==> src/rtl/gpio_port_pkg.sv <==
package gpio_port_pkg;
    localparam int BYTE_W      = 8;
    localparam int FRAME_BYTES = 6;

    localparam logic [7:0] OP_STREAM = 8'hAB;
    localparam logic [7:0] OP_STATUS = 8'hA0;
    localparam logic [7:0] SUB_CLOSE = 8'h20;
    localparam logic [1:0] TAG_DIR   = 2'b01;
    localparam logic [1:0] TAG_VAL   = 2'b10;

    typedef enum logic {PS_IDLE, PS_STREAM} pkt_state_e;

    typedef logic [FRAME_BYTES-1:0][BYTE_W-1:0] frame_t;
endpackage

==> src/rtl/gpio_in_sync.sv <==
module gpio_in_sync #(
    parameter int W = 20
) (
    input  logic         clk,
    input  logic         rst_n,
    input  logic [W-1:0] din,
    output logic [W-1:0] dout
);
    typedef struct packed {
        logic [W-1:0] s1;
        logic [W-1:0] s2;
        logic [1:0]   warm;
    } sync_t;

    sync_t st_d, st_q;

    always_comb begin
        st_d      = st_q;
        st_d.s1   = din;
        st_d.s2   = st_q.s1;
        if (st_q.warm != 2'd2) st_d.warm = st_q.warm + 2'd1;
    end

    always_ff @(posedge clk) begin
        if (!rst_n) st_q <= '0;
        else        st_q <= st_d;
    end

    assign dout = st_q.s2;


    sync_delay_chk: assert property (@(posedge clk) disable iff (!rst_n)
        (st_q.warm == 2'd2) |-> (dout == $past(din, 2)));
endmodule

==> src/rtl/gpio_cmd_parser.sv <==
module gpio_cmd_parser
    import gpio_port_pkg::*;
#(
    parameter int NUM_BIDIR = 6
) (
    input  logic                 clk,
    input  logic                 rst_n,
    input  logic                 cmd_valid,
    input  logic [7:0]           cmd_byte,
    output logic [NUM_BIDIR-1:0] dir,
    output logic [NUM_BIDIR-1:0] val,
    output logic                 status_req
);
    typedef struct packed {
        pkt_state_e           mode;
        logic [NUM_BIDIR-1:0] dir;
        logic [NUM_BIDIR-1:0] val;
    } parse_t;

    parse_t st_d, st_q;

    always_comb begin
        st_d       = st_q;
        status_req = 1'b0;
        if (cmd_valid) begin
            if (st_q.mode == PS_IDLE) begin
                if (cmd_byte == OP_STREAM)      st_d.mode  = PS_STREAM;
                else if (cmd_byte == OP_STATUS) status_req = 1'b1;
            end else begin
                if (cmd_byte == SUB_CLOSE)          st_d.mode = PS_IDLE;
                else if (cmd_byte[7:6] == TAG_DIR)  st_d.dir  = cmd_byte[NUM_BIDIR-1:0];
                else if (cmd_byte[7:6] == TAG_VAL)  st_d.val  = cmd_byte[NUM_BIDIR-1:0];
            end
        end
    end

    always_ff @(posedge clk) begin
        if (!rst_n) st_q <= '{mode: PS_IDLE, dir: '0, val: '0};
        else        st_q <= st_d;
    end

    assign dir = st_q.dir;
    assign val = st_q.val;


    dir_load_chk: assert property (@(posedge clk) disable iff (!rst_n)
        (dir != $past(dir)) |-> $past(cmd_valid && st_q.mode == PS_STREAM && cmd_byte[7:6] == TAG_DIR));


    idle_hold_chk: assert property (@(posedge clk) disable iff (!rst_n)
        (st_q.mode == PS_IDLE) |=> ($stable(dir) && $stable(val)));
endmodule

==> src/rtl/gpio_rsp_fifo.sv <==
module gpio_rsp_fifo
    import gpio_port_pkg::*;
#(
    parameter int DEPTH = 16
) (
    input  logic       clk,
    input  logic       rst_n,
    input  logic       push_req,
    input  frame_t     frame,
    input  logic       pop,
    output logic       valid,
    output logic [7:0] head
);
    localparam int AW = $clog2(DEPTH);
    localparam int CW = $clog2(DEPTH + 1);

    typedef struct packed {
        logic [AW-1:0] wr;
        logic [AW-1:0] rd;
        logic [CW-1:0] cnt;
    } fifo_t;

    fifo_t st_d, st_q;
    logic [7:0] mem [DEPTH];
    logic       push_ok, pop_ok;
    logic [CW-1:0] free_slots;

    assign free_slots = CW'(DEPTH) - st_q.cnt;
    assign push_ok    = push_req && (free_slots >= CW'(FRAME_BYTES));
    assign pop_ok     = pop && (st_q.cnt != '0);

    always_comb begin
        st_d = st_q;
        if (push_ok) begin
            st_d.wr  = st_q.wr + AW'(FRAME_BYTES);
            st_d.cnt = st_d.cnt + CW'(FRAME_BYTES);
        end
        if (pop_ok) begin
            st_d.rd  = st_q.rd + AW'(1);
            st_d.cnt = st_d.cnt - CW'(1);
        end
    end

    always_ff @(posedge clk) begin
        if (!rst_n) st_q <= '0;
        else        st_q <= st_d;
    end

    always_ff @(posedge clk) begin
        if (push_ok) begin
            for (int k = 0; k < FRAME_BYTES; k++) begin
                mem[AW'(st_q.wr + AW'(k))] <= frame[k];
            end
        end
    end

    assign valid = (st_q.cnt != '0);
    assign head  = mem[st_q.rd];


    no_overflow_chk: assert property (@(posedge clk) disable iff (!rst_n)
        st_q.cnt <= CW'(DEPTH));


    drop_when_full_chk: assert property (@(posedge clk) disable iff (!rst_n)
        (push_req && (free_slots < CW'(FRAME_BYTES)) && !pop) |=> $stable(st_q.cnt));


    frame_push_chk: assert property (@(posedge clk) disable iff (!rst_n)
        (push_ok && !pop) |=> (st_q.cnt == $past(st_q.cnt) + CW'(FRAME_BYTES)));
endmodule

==> src/rtl/gpio_cmd_port.sv <==
module gpio_cmd_port
    import gpio_port_pkg::*;
#(
    parameter int NUM_LINES  = 16,
    parameter int NUM_BIDIR  = 6,
    parameter int BUS_PINS   = 4,
    parameter int FIFO_DEPTH = 16
) (
    input  logic                 clk,
    input  logic                 rst_n,
    input  logic                 cmd_valid,
    input  logic [7:0]           cmd_byte,
    input  logic [NUM_LINES-1:0] pad_in,
    input  logic [BUS_PINS-1:0]  bus_pin_in,
    input  logic                 rsp_pop,
    output logic [NUM_LINES-1:0] pad_oe,
    output logic [NUM_LINES-1:0] pad_out,
    output logic                 rsp_valid,
    output logic [7:0]           rsp_byte
);
    localparam int SYNC_W = NUM_LINES + BUS_PINS;

    logic [SYNC_W-1:0]    synced;
    logic [NUM_BIDIR-1:0] dir, val;
    logic                 status_req;
    logic [15:0]          lines16;
    frame_t               frame;

    gpio_in_sync #(.W(SYNC_W)) u_sync (
        .clk  (clk),
        .rst_n(rst_n),
        .din  ({bus_pin_in, pad_in}),
        .dout (synced)
    );

    gpio_cmd_parser #(.NUM_BIDIR(NUM_BIDIR)) u_parser (
        .clk       (clk),
        .rst_n     (rst_n),
        .cmd_valid (cmd_valid),
        .cmd_byte  (cmd_byte),
        .dir       (dir),
        .val       (val),
        .status_req(status_req)
    );

    assign lines16 = 16'(synced[NUM_LINES-1:0]);

    always_comb begin
        frame    = '0;
        frame[0] = lines16[7:0];
        frame[1] = lines16[15:8];
        frame[2] = 8'(synced[SYNC_W-1:NUM_LINES]);
    end

    gpio_rsp_fifo #(.DEPTH(FIFO_DEPTH)) u_fifo (
        .clk     (clk),
        .rst_n   (rst_n),
        .push_req(status_req),
        .frame   (frame),
        .pop     (rsp_pop),
        .valid   (rsp_valid),
        .head    (rsp_byte)
    );

    assign pad_oe  = NUM_LINES'(dir);
    assign pad_out = NUM_LINES'(val & dir);


    drive_needs_enable_chk: assert property (@(posedge clk) disable iff (!rst_n)
        $rose(pad_out[0]) |-> pad_oe[0]);
endmodule

==> config.mk <==
export PLATFORM = sky130hd
export DESIGN_NAME = gpio_cmd_port
export DESIGN_NICKNAME = d
export VERILOG_FILES = /design/src/rtl/gpio_port_pkg.sv /design/src/rtl/gpio_in_sync.sv /design/src/rtl/gpio_cmd_parser.sv /design/src/rtl/gpio_rsp_fifo.sv /design/src/rtl/gpio_cmd_port.sv
export SDC_FILE = /design/constraint.sdc
export NUM_CORES = 1
export LEC_CHECK = 0
export BUFFER_PORTS_ARGS = -buffer_cell sky130_fd_sc_hd__buf_2
export CORE_MARGIN = 4
export CORE_UTILIZATION = 60
export DETAILED_ROUTE_END_ITERATION = 10
export PLACE_DENSITY = 0.83
export REMOVE_ABC_BUFFERS = 1
export SLEW_MARGIN = 20
export SYNTH_ARGS = -nofsm -noshare
export SYNTH_HDL_FRONTEND = slang
export SYNTH_SLANG_ARGS = --single-unit
==> constraint.sdc <==
create_clock -name clk -period 3.6 [get_ports clk]
set_clock_uncertainty 0.05 [all_clocks]
set_input_delay 0.54 -clock clk [delete_from_list [all_inputs] [get_ports clk]]
set_output_delay 0.54 -clock clk [all_outputs]
set_load 0.03 [all_outputs]
After elaboration in Yosys (flattened, before gate mapping)
Memories as Yosys holds them, arrays and structs flattened. A register that Yosys moved wholly into a read port is not among the register bits. Index checks and enable logic that the tools add are counted.

Flip-flop bits (word level): 66. Latch bits: 0. RAM bits: 128. Memory bits (read-only): 0. Output and inout bits: 41. Word-level logic and storage cells: 46. Memories: 1.

Add/subtract/negate cells: 10. Multipliers: 0. Div/mod/pow operators: 0. $lt $le $gt $ge: 1. Equal/unequal tests: 5. Shift operators: 0. Mux-type cells: 13. Bitwise logic cells: 3. Reductions and logical operators: 5.

Memories: u_fifo.mem (depth 16, bits a word 8, read ports 1, clocked after Yosys merged registers in 1, write ports 6, RTL line gpio_rsp_fifo.sv:24) `logic [7:0] mem [DEPTH];`.

Operators by type and width (number): equality test 8 bit, second input constant (2); adder 4 x 3 -> 4 bit, second input constant (3); two-way mux 5 bit (2); two-way mux 1 bit (9); adder 4 x 1 -> 4 bit, second input constant (2); adder 4 x 2 -> 4 bit, second input constant (2); equality test 8 x 6 -> 1 bit, second input constant (1); two-way mux 4 bit (2); AND 6 bit (1); adder 5 x 3 -> 5 bit, second input constant (1); >= comparator 5 x 3 -> 1 bit, second input constant (1); AND reduction 5 bit (1); nonzero test 5 bit (1); subtractor 5 x 1 -> 5 bit, second input constant (1); subtractor 5 bit, first input constant (1); AND reduction 4 bit (1); equality test 2 x 1 -> 1 bit, second input constant (1); equality test 2 bit, second input constant (1); logical AND 1 bit (2); inverter 1 bit (2).

Longest topological paths before layout
Depth after elaboration: 9. Depth in mapped cells: 12.

Hierarchy
Synthesis repeated with hierarchy kept, for this count alone.

Cell total of the unflattened synthesis: 1102. Area total of the unflattened synthesis: 10537.6 um^2.

By module, submodules not included: gpio_rsp_fifo (instances 1, cells each 929, area an instance 8598.2 um^2, seq. area each 4164.0 um^2); gpio_in_sync (instances 1, cells each 84, area an instance 1107.3 um^2, seq. area each 800.8 um^2); gpio_cmd_parser (instances 1, cells each 62, area an instance 640.6 um^2, seq. area each 260.2 um^2); gpio_cmd_port (instances 1, cells each 27, area an instance 191.4 um^2, seq. area each 0.0 um^2).

Worst setup path before layout
No wires, ideal clock.

Kind: reg-to-reg. From: reg u_fifo.st_q[1] (netlist bit). To: mem u_fifo.mem[0][0]. Library setup time: 122 ps. Arrival time: 2808 ps. Slack: 620 ps. Stages on the path, launching flop included: 12. Buffers on the path: 2. Period minus slack after synthesis: 2980 ps. Path through: dfxtp_1 > inv_1 > ha_1 > nor3b_1 > ha_1 > nand2_1 > o21ai_1 > a21o_4 > buf_6 > clkbuf_1 > nor3_1 > a221o_1.

RTL lines: from (decl) (RTL line gpio_rsp_fifo.sv:23) `fifo_t st_d, st_q;`; from (signal assigned) (RTL line gpio_rsp_fifo.sv:46) `else st_q <= st_d;`; to (decl) (RTL line gpio_rsp_fifo.sv:24).

==> metrics.txt <==
# TYPE chip_impl_metric gauge
chip_impl_info{name="run_status",value="completed"} 1
chip_impl_metric{name="cts_inserted_buffers",unit=""} 17
chip_impl_metric{name="gpl.final_weighted_congestion",unit=""} 0.936
chip_impl_metric{name="overflow",unit=""} 0
chip_impl_metric{name="period_minus_slack",unit="ns"} 3.19
chip_impl_metric{name="wirelength",unit="um"} 20300
chip_impl_metric{name="setup_viol",unit=""} 0
chip_impl_metric{name="io_buffers",unit=""} 52
chip_impl_metric{name="synth_area",unit="um^2"} 8740
chip_impl_info{name="ys_dominant_reg_cell",value="sky130_fd_sc_hd__dfxtp_1"} 1
chip_impl_metric{name="internal_portion_of_total_power",unit="mW"} 3.67
chip_impl_metric{name="die_w",unit="um"} 129
chip_impl_metric{name="timing.max_cap.violations",unit=""} 0
chip_impl_info{name="worstHoldStart",value="pad_in[6]"} 1
chip_impl_metric{name="ys_seq_elements",unit=""} 197
chip_impl_metric{name="p_per_area",unit="nW/um^2"} 540
chip_impl_metric{name="drive_gt1_share",unit="%"} 17.4
chip_impl_info{name="tritoncts",value="yes"} 1
chip_impl_metric{name="grt_pass1_wl",unit="um"} 32700
chip_impl_metric{name="power.switching",unit="mW"} 1.48
chip_impl_info{name="worst_r2r_startpoint",value="u_fifo.st_q[1]"} 1
chip_impl_info{name="cp-end-kind",value="flip-flop"} 1
chip_impl_metric{name="synth.yosys.seq_area_share",unit="%"} 45.1
chip_impl_info{name="mostFrequentLayoutCells",value="sky130_fd_sc_hd__nand2_1, sky130_fd_sc_hd__dfxtp_1, sky130_fd_sc_hd__a21oi_1"} 1
chip_impl_info{name="synth_largest_area_cell",value="sky130_fd_sc_hd__dfxtp_1"} 1
chip_impl_metric{name="synth-edff-count",unit=""} 0
chip_impl_metric{name="detail_route.vias_per_cell",unit=""} 5.97
chip_impl_info{name="synth.top_cells.by_area",value="sky130_fd_sc_hd__dfxtp_1, sky130_fd_sc_hd__mux4_2, sky130_fd_sc_hd__nand2_1"} 1
chip_impl_metric{name="floorplan.die_area",unit="um^2"} 16600
chip_impl_info{name="timing.hold.worst.class",value="input port to flip-flop"} 1
chip_impl_metric{name="reg2reg_setup_slack",unit="ns"} 0.41
chip_impl_metric{name="final.period_utilization",unit="%"} 88.7
chip_impl_info{name="worst_setup_path_start_kind",value="flip-flop"} 1
chip_impl_metric{name="clk_pin_slew_worst_paths",unit="ns"} 0.07
chip_impl_metric{name="seq_power_share",unit="%"} 45.5
chip_impl_metric{name="share_clk_of_total_power",unit="%"} 35.6
chip_impl_metric{name="timing.critical_path.fanout_max",unit=""} 15
chip_impl_metric{name="antenna_left",unit=""} 0
chip_impl_info{name="ctsRootBufferMaster",value="sky130_fd_sc_hd__clkbuf_16"} 1
chip_impl_info{name="path_class",value="flip-flop to flip-flop"} 1
chip_impl_metric{name="resized_cells_post_cts",unit=""} 0
chip_impl_metric{name="floorplan.die.height",unit="um"} 129
chip_impl_metric{name="power.static_leakage",unit="nW"} 3.59
chip_impl_metric{name="postSynth.asyncResetShare",unit="%"} 0
chip_impl_metric{name="dr_total_vias",unit=""} 6921
chip_impl_metric{name="clock_path_buffers",unit=""} 2
chip_impl_metric{name="comb_power_share",unit="%"} 18.8
chip_impl_metric{name="finish.utilization",unit="%"} 67.7
chip_impl_metric{name="slew_violations",unit=""} 0
chip_impl_metric{name="slew_headroom",unit="%"} 35.0
chip_impl_info{name="min_delay_worst_endpoint",value="u_sync.st_d[8]"} 1
chip_impl_metric{name="synth_warnings",unit=""} 0
chip_impl_metric{name="synth_cell_types",unit=""} 55
chip_impl_metric{name="post_cts_buffers",unit=""} 0
chip_impl_metric{name="cts-hold-fix-buffers",unit=""} 0
chip_impl_metric{name="worst_hold_path_cell_count",unit=""} 2
chip_impl_metric{name="floorplan.core_area",unit="um^2"} 14100
chip_impl_metric{name="clock_latency",unit="ns"} 0.43
chip_impl_metric{name="post_synth_inst_count",unit=""} 948
chip_impl_metric{name="r2r_cells",unit=""} 10
chip_impl_metric{name="synth_top_area_share",unit="%"} 45.1
chip_impl_metric{name="drt-initial-drc-count",unit=""} 688
chip_impl_metric{name="hold_violations",unit=""} 0
chip_impl_metric{name="floorplan.rows",unit=""} 43
chip_impl_info{name="grt_setup_unrepaired",value="false"} 1
chip_impl_metric{name="sw_frac_of_total",unit="%"} 28.8
chip_impl_metric{name="tns",unit="ns"} 0
chip_impl_metric{name="grt_start_max_net_pins",unit=""} 37
chip_impl_metric{name="clkSinkCount",unit=""} 197
chip_impl_metric{name="antenna_found_initial",unit=""} 0
chip_impl_metric{name="globalRouteTotalUtil",unit="%"} 24.8
chip_impl_metric{name="syn-mean-instance-area",unit="um^2"} 9.22
chip_impl_metric{name="post-dp-hpwl",unit="um"} 13900
chip_impl_metric{name="worstPathRequired",unit="ns"} 3.87
chip_impl_metric{name="cts.htree.levels",unit=""} 4
chip_impl_metric{name="critPathArrivalTime",unit="ns"} 3.46
chip_impl_metric{name="ant_cells",unit=""} 0
chip_impl_metric{name="routedWlPerCell",unit="um"} 17.5
chip_impl_metric{name="grt_pass1_vias",unit=""} 6337
chip_impl_metric{name="worst_vdd_ir",unit="mV"} 0.326
chip_impl_metric{name="max_freq",unit="MHz"} 313
chip_impl_metric{name="final_nets",unit=""} 1006
chip_impl_info{name="reg2reg_to",value="u_fifo.mem[9][2]"} 1
chip_impl_metric{name="initial_core_util",unit="%"} 62.0
chip_impl_info{name="layout.cells.most_common",value="sky130_fd_sc_hd__nand2_1"} 1
chip_impl_metric{name="design.portCount",unit=""} 73
chip_impl_metric{name="drc",unit=""} 0
chip_impl_metric{name="area.growth.synth_to_final",unit="%"} 9.23
chip_impl_metric{name="tightest_pin_transition",unit="ns"} 0.972
chip_impl_metric{name="drt_pre_antenna_iters",unit=""} 6
-- power by group through the flow --
stage / Clock, mW / Sequential [mW] / Combinational, mW
after floorplan: 0 / 2.45 / 0.645
after global placement: 0 / 2.39 / 0.940
after detailed placement: 0 / 2.39 / 0.970
after CTS: 1.86 / 2.35 / 0.976
after global routing: 1.94 / 2.36 / 1.07
final: 1.84 / 2.35 / 0.971
-- per-stage QoR --
stage               power [mW]  cell area, um^2  hold slack, ns  instances  worst slack (ns)
finish                    5.16             9550           0.260       1159             0.406
detailed placement        3.36             8970           0.362       1127             0.125
global placement          3.33             8970           0.357       1127             0.209
CTS                       5.18             9550           0.248       1159             0.476
global route              5.37             9550           0.254       1159             0.187
floorplan                 3.09             8250           0.356        868            0.0774
-- per-layer routing --
metal,part of all wire (%),vias up,GRT usage (%)
met4,2.3,0,8.59
li1,-,3245,-
met3,9.6,49,4.73
met2,47,379,39.9
met5,0,-,0
met1,42,3248,33.8
-- cells by family after synthesis --
family / count (synthesis) / share of synthesized area, %
other cells: 1 / 0.0429
xor+xnor: 10 / 1.00
compound gates: 185 / 13.3
simple gates: 371 / 19.0
flops: 197 / 45.1
buf+inv: 108 / 6.80
fa+ha+maj: 8 / 1.15
mux: 68 / 13.6
-- worst max-delay path, stage by stage, from the launching register on --
cell	delay (ns)
sky130_fd_sc_hd__dfxtp_1	0.44
sky130_fd_sc_hd__inv_1	0.15
sky130_fd_sc_hd__ha_1	0.23
sky130_fd_sc_hd__nor3b_1	0.15
sky130_fd_sc_hd__ha_1	0.29
sky130_fd_sc_hd__nand4bb_1	0.09
sky130_fd_sc_hd__o21ai_1	0.16
sky130_fd_sc_hd__a21oi_2	0.58
sky130_fd_sc_hd__nand3_1	0.59
sky130_fd_sc_hd__nand2_1	0.25
sky130_fd_sc_hd__a21oi_1	0.10
-- flip-flops by register name, summed over array words and instances, names as in the netlist, named ones only --
signal	cells
u_fifo.mem	128
u_sync.dout	20
u_sync.st_d	20
u_fifo.st_q	12
u_parser.dir	6
u_parser.val	6
u_parser.st_q	1
-- cells in the mapped netlist (2+ instances only) --
cell type,number
sky130_fd_sc_hd__a2111oi_4,3
sky130_fd_sc_hd__a211oi_1,2
sky130_fd_sc_hd__a21o_1,2
sky130_fd_sc_hd__a21oi_1,119
sky130_fd_sc_hd__a221o_1,7
sky130_fd_sc_hd__a22oi_1,14
sky130_fd_sc_hd__a2bb2oi_1,4
sky130_fd_sc_hd__a32oi_1,5
sky130_fd_sc_hd__and2_1,47
sky130_fd_sc_hd__and3_1,3
sky130_fd_sc_hd__buf_1,7
sky130_fd_sc_hd__buf_2,24
sky130_fd_sc_hd__buf_4,38
sky130_fd_sc_hd__buf_6,2
sky130_fd_sc_hd__clkbuf_1,27
sky130_fd_sc_hd__dfxtp_1,197
sky130_fd_sc_hd__ha_1,8
sky130_fd_sc_hd__inv_1,8
sky130_fd_sc_hd__mux2_2,8
sky130_fd_sc_hd__mux2i_1,20
sky130_fd_sc_hd__mux4_2,40
sky130_fd_sc_hd__nand2_1,224
sky130_fd_sc_hd__nand2b_1,4
sky130_fd_sc_hd__nand3_1,12
sky130_fd_sc_hd__nand4_1,3
sky130_fd_sc_hd__nand4b_1,2
sky130_fd_sc_hd__nor2_1,51
sky130_fd_sc_hd__nor2b_1,3
sky130_fd_sc_hd__nor3_1,6
sky130_fd_sc_hd__nor3_2,2
sky130_fd_sc_hd__o21ai_0,17
sky130_fd_sc_hd__o21ai_1,2
sky130_fd_sc_hd__or3_1,6
sky130_fd_sc_hd__or4_1,2
sky130_fd_sc_hd__xnor2_1,7
sky130_fd_sc_hd__xor2_1,3
-- worst max-delay path by stage --
stage / startpoint / endpoint / depth (start not counted)
floorplan: cmd_byte[2] / u_fifo.mem[2][4] / 6
global placement: cmd_byte[2] / u_fifo.mem[9][7] / 7
detailed placement: cmd_byte[2] / u_fifo.mem[9][2] / 7
CTS: u_fifo.st_q[1] / u_fifo.mem[9][2] / 10
global route: u_fifo.st_q[1] / u_fifo.mem[7][5] / 10
finish: u_fifo.st_q[1] / u_fifo.mem[9][2] / 10
-- area by class of cell --
class                   count  area (um^2)
repair buffers             79          488
fillers                  1039         4550
clock buffers              20          457
well taps                 180          225
inverters                   9         33.8
multi-input cells         662         4280
clock inverters            12          120
flip-flops and latches    197         3950
Power figures use the tool's default switching activity.
